[src/rtl/burst_seq_pkg.sv]
package burst_seq_pkg;
  // strobes from control to datapath
  typedef struct packed {
    logic load;  // capture start settings, zero beat counter
    logic step;  // advance to next beat
  } seqStrobe_t;

  typedef enum logic [1:0] {
    LEN_2   = 2'b00,
    LEN_4   = 2'b01,
    LEN_8   = 2'b10,
    LEN_8B  = 2'b11
  } burstLen_e;
endpackage

[src/rtl/burst_seq_ctrl.sv]
module burst_seq_ctrl
  import burst_seq_pkg::*;
#(
  parameter int BEAT_W = 3
) (
  input  logic              clk,
  input  logic              rst_n,
  input  logic              startPulse,
  input  logic [1:0]        burstLenSel,
  input  logic              stopReq,
  input  logic [BEAT_W-1:0] beatIdx,
  output seqStrobe_t        strobe,
  output logic [BEAT_W-1:0] lenMask,
  output logic              active,
  output logic              isLast
);
  logic [BEAT_W-1:0] newMask;

  // mask bit i set when the burst spans address bit i
  always_comb begin
    for (int i = 0; i < BEAT_W; i++) begin
      newMask[i] = (i <= int'(burstLenSel));
    end
  end

  assign isLast = active && (beatIdx == lenMask);

  always_comb begin
    strobe.load = startPulse;
    strobe.step = active && !isLast && !stopReq && !startPulse;
  end

  always_ff @(posedge clk) begin
    if (!rst_n) begin
      active  <= 1'b0;
      lenMask <= '0;
    end else if (startPulse) begin
      active  <= 1'b1;
      lenMask <= newMask;
    end else if (active && (stopReq || isLast)) begin
      active  <= 1'b0;
    end
  end
endmodule

[src/rtl/burst_seq_dpath.sv]
module burst_seq_dpath
  import burst_seq_pkg::*;
#(
  parameter int COL_W  = 9,
  parameter int BEAT_W = 3
) (
  input  logic              clk,
  input  logic              rst_n,
  input  seqStrobe_t        strobe,
  input  logic [COL_W-1:0]  startCol,
  input  logic              burstType,
  input  logic [BEAT_W-1:0] lenMask,
  output logic [COL_W-1:0]  colAddr,
  output logic [BEAT_W-1:0] beatIdx
);
  logic [COL_W-1:0]  baseCol;
  logic              typeReg;
  logic [BEAT_W-1:0] seqLow;

  always_ff @(posedge clk) begin
    if (!rst_n) begin
      baseCol <= '0;
      typeReg <= 1'b0;
      beatIdx <= '0;
    end else if (strobe.load) begin
      baseCol <= startCol;
      typeReg <= burstType;
      beatIdx <= '0;
    end else if (strobe.step) begin
      beatIdx <= beatIdx + 1'b1;
    end
  end

  // sequential low bits: sum truncated, carry dropped by mask below
  assign seqLow = baseCol[BEAT_W-1:0] + beatIdx;

  genvar b;
  generate
    for (b = 0; b < COL_W; b++) begin : g_bit
      if (b < BEAT_W) begin : g_low
        always_comb begin
          if (!lenMask[b])
            colAddr[b] = baseCol[b];
          else if (typeReg)
            colAddr[b] = baseCol[b] ^ beatIdx[b];
          else
            colAddr[b] = seqLow[b];
        end
      end else begin : g_high
        assign colAddr[b] = baseCol[b];
      end
    end
  endgenerate
endmodule

[src/rtl/burst_col_seq.sv]
module burst_col_seq
  import burst_seq_pkg::*;
#(
  parameter int COL_W  = 9,
  parameter int BEAT_W = 3
) (
  input  logic              clk,
  input  logic              rst_n,
  input  logic              startPulse,
  input  logic [COL_W-1:0]  startCol,
  input  logic [1:0]        burstLenSel,
  input  logic              burstType,
  input  logic              stopReq,
  output logic [COL_W-1:0]  colAddr,
  output logic [BEAT_W-1:0] beatIdx,
  output logic              colValid,
  output logic              lastBeat
);
  seqStrobe_t        strobe;
  logic [BEAT_W-1:0] lenMask;

  burst_seq_ctrl #(.BEAT_W(BEAT_W)) u_ctrl (
    .clk(clk), .rst_n(rst_n), .startPulse(startPulse),
    .burstLenSel(burstLenSel), .stopReq(stopReq), .beatIdx(beatIdx),
    .strobe(strobe), .lenMask(lenMask), .active(colValid), .isLast(lastBeat)
  );

  burst_seq_dpath #(.COL_W(COL_W), .BEAT_W(BEAT_W)) u_dpath (
    .clk(clk), .rst_n(rst_n), .strobe(strobe), .startCol(startCol),
    .burstType(burstType), .lenMask(lenMask), .colAddr(colAddr),
    .beatIdx(beatIdx)
  );
endmodule

[config.mk]
export PLATFORM = sky130hd
export DESIGN_NAME = burst_col_seq
export DESIGN_NICKNAME = d
export VERILOG_FILES = /design/src/rtl/burst_seq_pkg.sv /design/src/rtl/burst_seq_ctrl.sv /design/src/rtl/burst_seq_dpath.sv /design/src/rtl/burst_col_seq.sv
export SDC_FILE = /design/constraint.sdc
export NUM_CORES = 1
export LEC_CHECK = 0
export ABC_AREA = 1
export BUFFER_PORTS_ARGS = -buffer_cell sky130_fd_sc_hd__buf_2
export CORE_MARGIN = 3
export CORE_UTILIZATION = 47
export CTS_CLUSTER_SIZE = 25
export DETAILED_ROUTE_END_ITERATION = 8
export GPL_ROUTABILITY_DRIVEN = 0
export PLACE_DENSITY = 0.79
export SLEW_MARGIN = 20
export SYNTH_ARGS = -nofsm -noshare
export SYNTH_HDL_FRONTEND = slang
export SYNTH_HIERARCHICAL = 1
export SYNTH_SLANG_ARGS = --single-unit
[constraint.sdc]
create_clock -name clk -period 1.55 [get_ports clk]
set_input_delay 0.0775 -clock clk [delete_from_list [all_inputs] [get_ports clk]]
set_output_delay 0.0775 -clock clk [all_outputs]
set_load 0.01 [all_outputs]
==> results of run 1 <==
==> state kept, by name, summed over array words and instances (netlist names) <==
signal	cells
u_dpath/baseCol	9
u_dpath/beatIdx	3
u_dpath/typeReg	1
u_ctrl/lenMask	3
u_ctrl/active	1
==> path summary, 6_finish.rpt <==
check / from / end / slack [ns] / cells past startpoint
max reg2reg: u_dpath/beatIdx[1] / u_dpath/beatIdx[1] / 0.15 / 8
max: u_dpath/beatIdx[0] / colAddr[1] / -0.15 / 5
min: startCol[5] / u_dpath/baseCol[5] / 0.01 / 3
min reg2reg: u_dpath/baseCol[2] / u_dpath/baseCol[2] / 0.50 / 2
==> metrics by stage <==
| step | TNS [ns] | cells | util | total power, mW | setup slack [ns] |
|---|---|---|---|---|---|
| 5_1_grt | -0.379 | 163 | 0.630 | 0.890 | -0.221 |
| 6_report | -0.227 | 163 | 0.630 | 0.843 | -0.152 |
| 2_1_floorplan | 0 | 114 | - | 0.581 | 0.141 |
| 3_3_place_gp | 0 | 159 | 0.602 | 0.614 | 0.190 |
| 3_5_place_dp | 0 | 159 | 0.602 | 0.618 | 0.143 |
| 4_1_cts | -0.237 | 163 | 0.630 | 0.851 | -0.153 |
==> worst register-to-register path: stages (launching register included) <==
cell	delay, ns
dfxtp_1	0.50
inv_1	0.10
nand2_1	0.07
nand2_1	0.06
nand3_2	0.08
nand2_1	0.08
inv_1	0.15
mux2i_1	0.22
nor2_1	0.05
==> where the power goes <==
group	internal (mW)	switching (mW)	leakage, nW	total, mW
clock	0.0957	0.135	0.0177	0.231
sequential	0.462	0.0182	0.141	0.480
combinational	0.0560	0.0753	0.345	0.131
==> layer usage <==
metal	up-vias	routed length (µm)	GRT usage
met2	21	877	0.269
met3	2	104	0.0337
li1	405	-	-
met4	0	10	0.0711
met1	343	769	0.205
met5	-	0	0
==> what timing repair did <==
item                       CTS  global route
resized for setup            5             0
gates cloned                 0             0
setup buffers                0             0
setup endpoints to repair    2             2
pin swaps                    0             0
==> cells by family (layout without fill, tap and decap cells) <==
logic type / count (synthesis) / count (layout)
simple gates: 48 / 48
buf+inv: 23 / 48
compound gates: 19 / 19
flops: 17 / 17
fa+ha+maj: 4 / 4
xor+xnor: 2 / 2
mux: 1 / 1
==> layout make-up <==
| type | instances | area (µm²) | share of cell area |
|---|---|---|---|
| clock inverter | 1 | 5.00 | 0.00493 |
| multi-input combinational | 74 | 410 | 0.404 |
| inverter | 14 | 52.6 | 0.0517 |
| tap | 24 | 30.0 | 0.0296 |
| timing repair buffer | 30 | 153 | 0.150 |
| clock buffer | 3 | 22.5 | 0.0222 |
| sequential | 17 | 343 | 0.337 |
==> cells in the mapped netlist, drive strengths merged <==
master	n	area (µm²)
nor2	24	90.1
nand2	18	67.6
dfxtp	17	340
inv	14	52.6
o21ai	12	60.1
buf	9	68.8
a21oi	6	45.0
ha	3	37.5
nand3	3	20.0
nor3	2	15.0
xnor2	2	17.5
a31oi	1	6.26
fa	1	20.0
mux2i	1	10.0
nand4	1	6.26
==> results.py, run 1 <==
metrics = {
    "finish": {
        "syn_to_final_growth_pct": 18.5,
        "num_antenna_cells": 0,
        "fin_area_um2": 1020,
        "fillers": 164,
        "drive_gt1_frac": 0.331,
        "final_common_cell": "buf_2",
        "finalNetCount": 160,
        "layout_common_cells": "buf_2 (29), nor2_1 (24), nand2_1 (18), dfxtp_1 (15), inv_1 (12)",
    },
    "worst_setup_path": {
        "critPathLaunchType": "flop",
        "cp.arrival_ns": 1.62,
        "crit_buf_inv": 1,
        "crit_chain": "ha_4 > fa_2 > nand2_1 > a31oi_1 > buf_2",
        "critical-path-max-stage-delay_ns": 0.51,
        "slowest_stage": "fa_2",
        "worstPathMaxFanout": 2,
        "cp-end-kind": "output pin",
        "worstPathRequired_ns": 1.47,
        "critPathTopFamily": "adder cells",
        "path_class": "flop to output pin",
    },
    "route": {
        "detail-route-antenna-nets": 0,
        "firstDrtPassIters": 4,
        "wirelength_um": 1760,
        "wl_per_cell_um": 10.8,
        "num_vias": 771,
        "drtIter0Drc": 4,
        "drc_errors": 0,
        "vias_per_cell": 4.73,
    },
    "sta": {
        "fmax_mhz": 588,
        "fin_hold_ws_ns": 0.0121,
        "rsz0062_at_grt": "true",
        "period_share": 1.10,
        "setup_slack_ns": -0.152,
        "worst_pin_slew_ns": 0.292,
        "setup_violations": 2,
        "finClkSkew_ns": 0.00193,
        "finalCriticalPeriod_ns": 1.70,
        "finalMaxSlewViolations": 0,
        "timing_hold_violations_final": 0,
        "relSlewSlack": 0.805,
    },
    "clocking": {
        "cts_root_buf": "clkbuf_4",
        "cts_max_level": 1,
        "clock_latency_ns": 0.28,
        "tritoncts": "built",
        "cts_buffers": 3,
        "clkSinkCount": 17,
        "cts_hold_buf": 0,
        "cts_buffer_depth": 2,
        "clk_pin_slew_ns": 0.10,
    },
    "floorplanning": {
        "die_h_um": 48.7,
        "fp.dieW_um": 48.7,
        "rows": 14,
        "coreArea_um2": 1610,
        "pin_count": 30,
        "fp.dieArea_um2": 2370,
        "initial_utilization": 0.532,
    },
    "outcome": {
        "outcome": "complete, but fails checks",
        "violations": "negative setup slack",
    },
    "synth": {
        "synth_fa_ha_area_frac": 0.0672,
        "synth.avg_cell_area_um2": 7.52,
        "syn-instance-count": 114,
        "synthSimpleGateAreaFrac": 0.232,
        "synth-xor-area-share": 0.0204,
        "synthDistinctLibCells": 22,
        "synth-compound-area-share": 0.130,
        "synthesis.area_um2": 857,
        "synth_seq_cells": 17,
        "synth_nets": 134,
        "synth_top_family_by_area": "simple AND/OR/NAND/NOR gates",
        "synth_warnings": 6,
        "seq_area_frac_synth": 0.397,
        "yosys-mux-area-fraction": 0.0117,
    },
    "placed_design": {
        "placed_area_um2": 971,
        "numPortBuffers": 29,
        "hpwl_um": 1310,
    },
    "job": {
        "max_cap_viol_count": 0,
    },
    "global_route": {
        "grt_max_degree": 15,
        "grt_pass1_wl_um": 3090,
        "grt_pass1_vias": 706,
        "globalRouteOverflowTotal": 0,
        "grt.total_usage": 0.163,
        "grt_antenna_before_repair": 0,
    },
    "power": {
        "pwr_density_cell_nw_per_um2": 829,
        "irDropWorstVdd_mv": 0.500,
        "leakagePower_nw": 0.504,
    },
    "worst_hold_path": {
        "min_path_type": "input pin to flop",
    },
}
No activity file was read; power rests on OpenSTA's default activity.
==> run 2: changes to the inputs <==
--- a/config.mk
+++ b/config.mk
@@ -7,7 +7,6 @@
 export LEC_CHECK = 0
 export ABC_AREA = 1
 export BUFFER_PORTS_ARGS = -buffer_cell sky130_fd_sc_hd__buf_2
-export CORE_MARGIN = 3
 export CORE_UTILIZATION = 47
 export CTS_CLUSTER_SIZE = 25
 export DETAILED_ROUTE_END_ITERATION = 8
==> run 2 against run 1 <==
- the run still ends with negative setup slack left
- first-iteration DRC count rose to 4.5 times the previous value
- sequential share of layout area up 0.081 points
- setup slack better by 0.0085 ns
- hold slack better by 0.0065 ns
- fmax up 0.50%
- utilization down 4.1 points
- wire length down 2.2%
- sequential power about the same
- die area down 16%
- clock skew down 0.0010 ns
- critical path depth unchanged
- critical path type unchanged
- largest cell class unchanged
==> results.py, run 2 (same netlist as run 1, synthesis figures left out) <==
metrics = {
    "placed_design": {
        "numPortBuffers": 29,
        "hpwl_um": 1250,
        "dpl.cell_count": 160,
    },
    "finish": {
        "final_cells": 164,
        "num_antenna_cells": 0,
        "drive_gt1_frac": 0.331,
        "top_regs": "u_dpath/baseCol x9, u_ctrl/lenMask x3, u_dpath/beatIdx x3",
        "syn_to_final_growth_pct": 18.7,
        "top_register": "u_dpath/baseCol",
        "largest_reg_flops": 9,
        "fillers": 171,
        "final_common_cell": "buf_2",
        "finalNetCount": 160,
        "layout_common_cells": "buf_2 (29), nor2_1 (24), nand2_1 (18), dfxtp_1 (14), inv_1 (12)",
    },
    "route": {
        "wl_per_cell_um": 10.5,
        "num_vias": 777,
        "firstDrtPassIters": 4,
        "drtIter0Drc": 18,
        "wirelength_um": 1720,
        "drc_errors": 0,
        "detail-route-antenna-nets": 0,
        "vias_per_cell": 4.74,
    },
    "sta": {
        "worst_pin_slew_ns": 0.265,
        "finalCriticalPeriod_ns": 1.69,
        "fmax_mhz": 590,
        "rsz0062_at_grt": "true",
        "finalMaxSlewViolations": 0,
        "relSlewSlack": 0.823,
        "period_share": 1.09,
        "timing_hold_violations_final": 0,
        "setup_slack_ns": -0.144,
        "finClkSkew_ns": 0.000912,
        "setup_violations": 2,
    },
    "global_route": {
        "grt_pass1_vias": 703,
        "grt_pass1_wl_um": 2780,
        "globalRouteOverflowTotal": 0,
        "grt_antenna_before_repair": 0,
        "grt.total_usage": 0.194,
        "grt_max_degree": 15,
    },
    "clocking": {
        "clkSinkCount": 17,
        "postCtsSetupBuffers": 0,
        "tritoncts": "built",
        "cts_buffer_depth": 2,
        "cts_hold_buf": 0,
        "clk_pin_slew_ns": 0.09,
        "cts_root_buf": "clkbuf_4",
        "clock_latency_ns": 0.27,
        "cts_max_level": 1,
        "cts_buffers": 3,
    },
    "worst_hold_path": {
        "min_to": "u_dpath/baseCol[4]",
        "min_path_type": "input pin to flop",
        "whs_path_depth": 3,
        "min_from": "startCol[4]",
    },
    "worst_setup_path": {
        "worstPathMaxFanout": 2,
        "critPathLaunchType": "flop",
        "reg2reg_to": "u_dpath/beatIdx[2]",
        "r2r-start": "u_dpath/beatIdx[0]",
        "path_class": "flop to output pin",
        "cp-end-kind": "output pin",
        "reg2reg_slack_ns": 0.27,
        "cp.arrival_ns": 1.62,
        "r2r_cells": 8,
        "worstPathRequired_ns": 1.47,
    },
    "outcome": {
        "outcome": "complete, but fails checks",
        "violations": "negative setup slack",
    },
    "power": {
        "leakagePower_nw": 0.502,
        "pwr_density_cell_nw_per_um2": 821,
        "irDropWorstVdd_mv": 0.399,
        "power_mw": 0.835,
    },
    "floorplanning": {
        "pin_count": 30,
        "rows": 15,
        "coreArea_um2": 1730,
        "fp.dieW_um": 44.7,
        "die_h_um": 44.7,
        "fp.dieArea_um2": 2000,
        "initial_utilization": 0.496,
    },
    "job": {
        "max_cap_viol_count": 0,
    },
}
[run 2: changes by cell type in the layout (fill, tap and decap cells not counted)]
cell      before  now
clkbuf_1       0    1
clkinv_2       1    0
dfxtp_1       15   14
dfxtp_2        2    3
[run 2: where the power goes]
group	switching (mW)	internal (mW)	total, mW	leakage [nW]
clock network	0.126	0.0996	0.226	0.0150
registers	0.0166	0.462	0.479	0.142
logic	0.0753	0.0559	0.131	0.345
total	0.218	0.617	0.835	0.502
[run 2: worst max-delay path by stage]
stage	from	slack [ns]	end
5_1_grt	u_dpath/beatIdx[0]	-0.20	colAddr[1]
4_1_cts	u_dpath/beatIdx[0]	-0.15	colAddr[2]
3_5_place_dp	u_dpath/beatIdx[0]	0.15	colAddr[2]
2_1_floorplan	u_dpath/beatIdx[0]	0.14	colAddr[1]
6_report	u_dpath/beatIdx[0]	-0.14	colAddr[1]
3_3_place_gp	u_dpath/beatIdx[0]	0.18	colAddr[1]
[run 2: critical path, cell delays in order, from the launching register on]
cell     delay (ns)
dfxtp_2        0.35
ha_4           0.15
fa_2           0.51
nand2_1        0.05
a31oi_1        0.13
buf_2          0.15
[run 2: repair_timing]
item	in CTS	in global routing
gates resized for setup	2	4
setup endpoints to repair	2	2
pin swaps	0	0
[run 2: through the flow]
stage / area (µm²) / utilization / setup WS, ns / TNS (ns) / hold slack (ns)
floorplan: 857 / - / 0.141 / 0 / 0.183
global placement: 972 / 0.563 / 0.178 / 0 / 0.303
detailed placement: 972 / 0.563 / 0.153 / 0 / 0.310
CTS: 1000 / 0.580 / -0.149 / -0.288 / 0.00945
global route: 1020 / 0.589 / -0.198 / -0.376 / 0.0118
finish: 1020 / 0.589 / -0.144 / -0.221 / 0.0186
[run 2: final cells by class]
cell class,instances,area [µm²],area share
clock buffer,4,26.3,0.0258
inverter,14,52.6,0.0517
multi-input combinational,74,410,0.403
sequential,17,344,0.338
tap,25,31.3,0.0308
timing repair buffer,30,153,0.150
[run 2: layer usage]
layer / part of all wire / up-vias / global-route usage / wire, µm
met5: 0 / - / 0 / 0
met3: 0.046 / 2 / 0.0400 / 79
li1: - / 402 / - / -
met2: 0.49 / 23 / 0.347 / 847
met4: 0.012 / 0 / 0.103 / 21
met1: 0.45 / 350 / 0.215 / 775
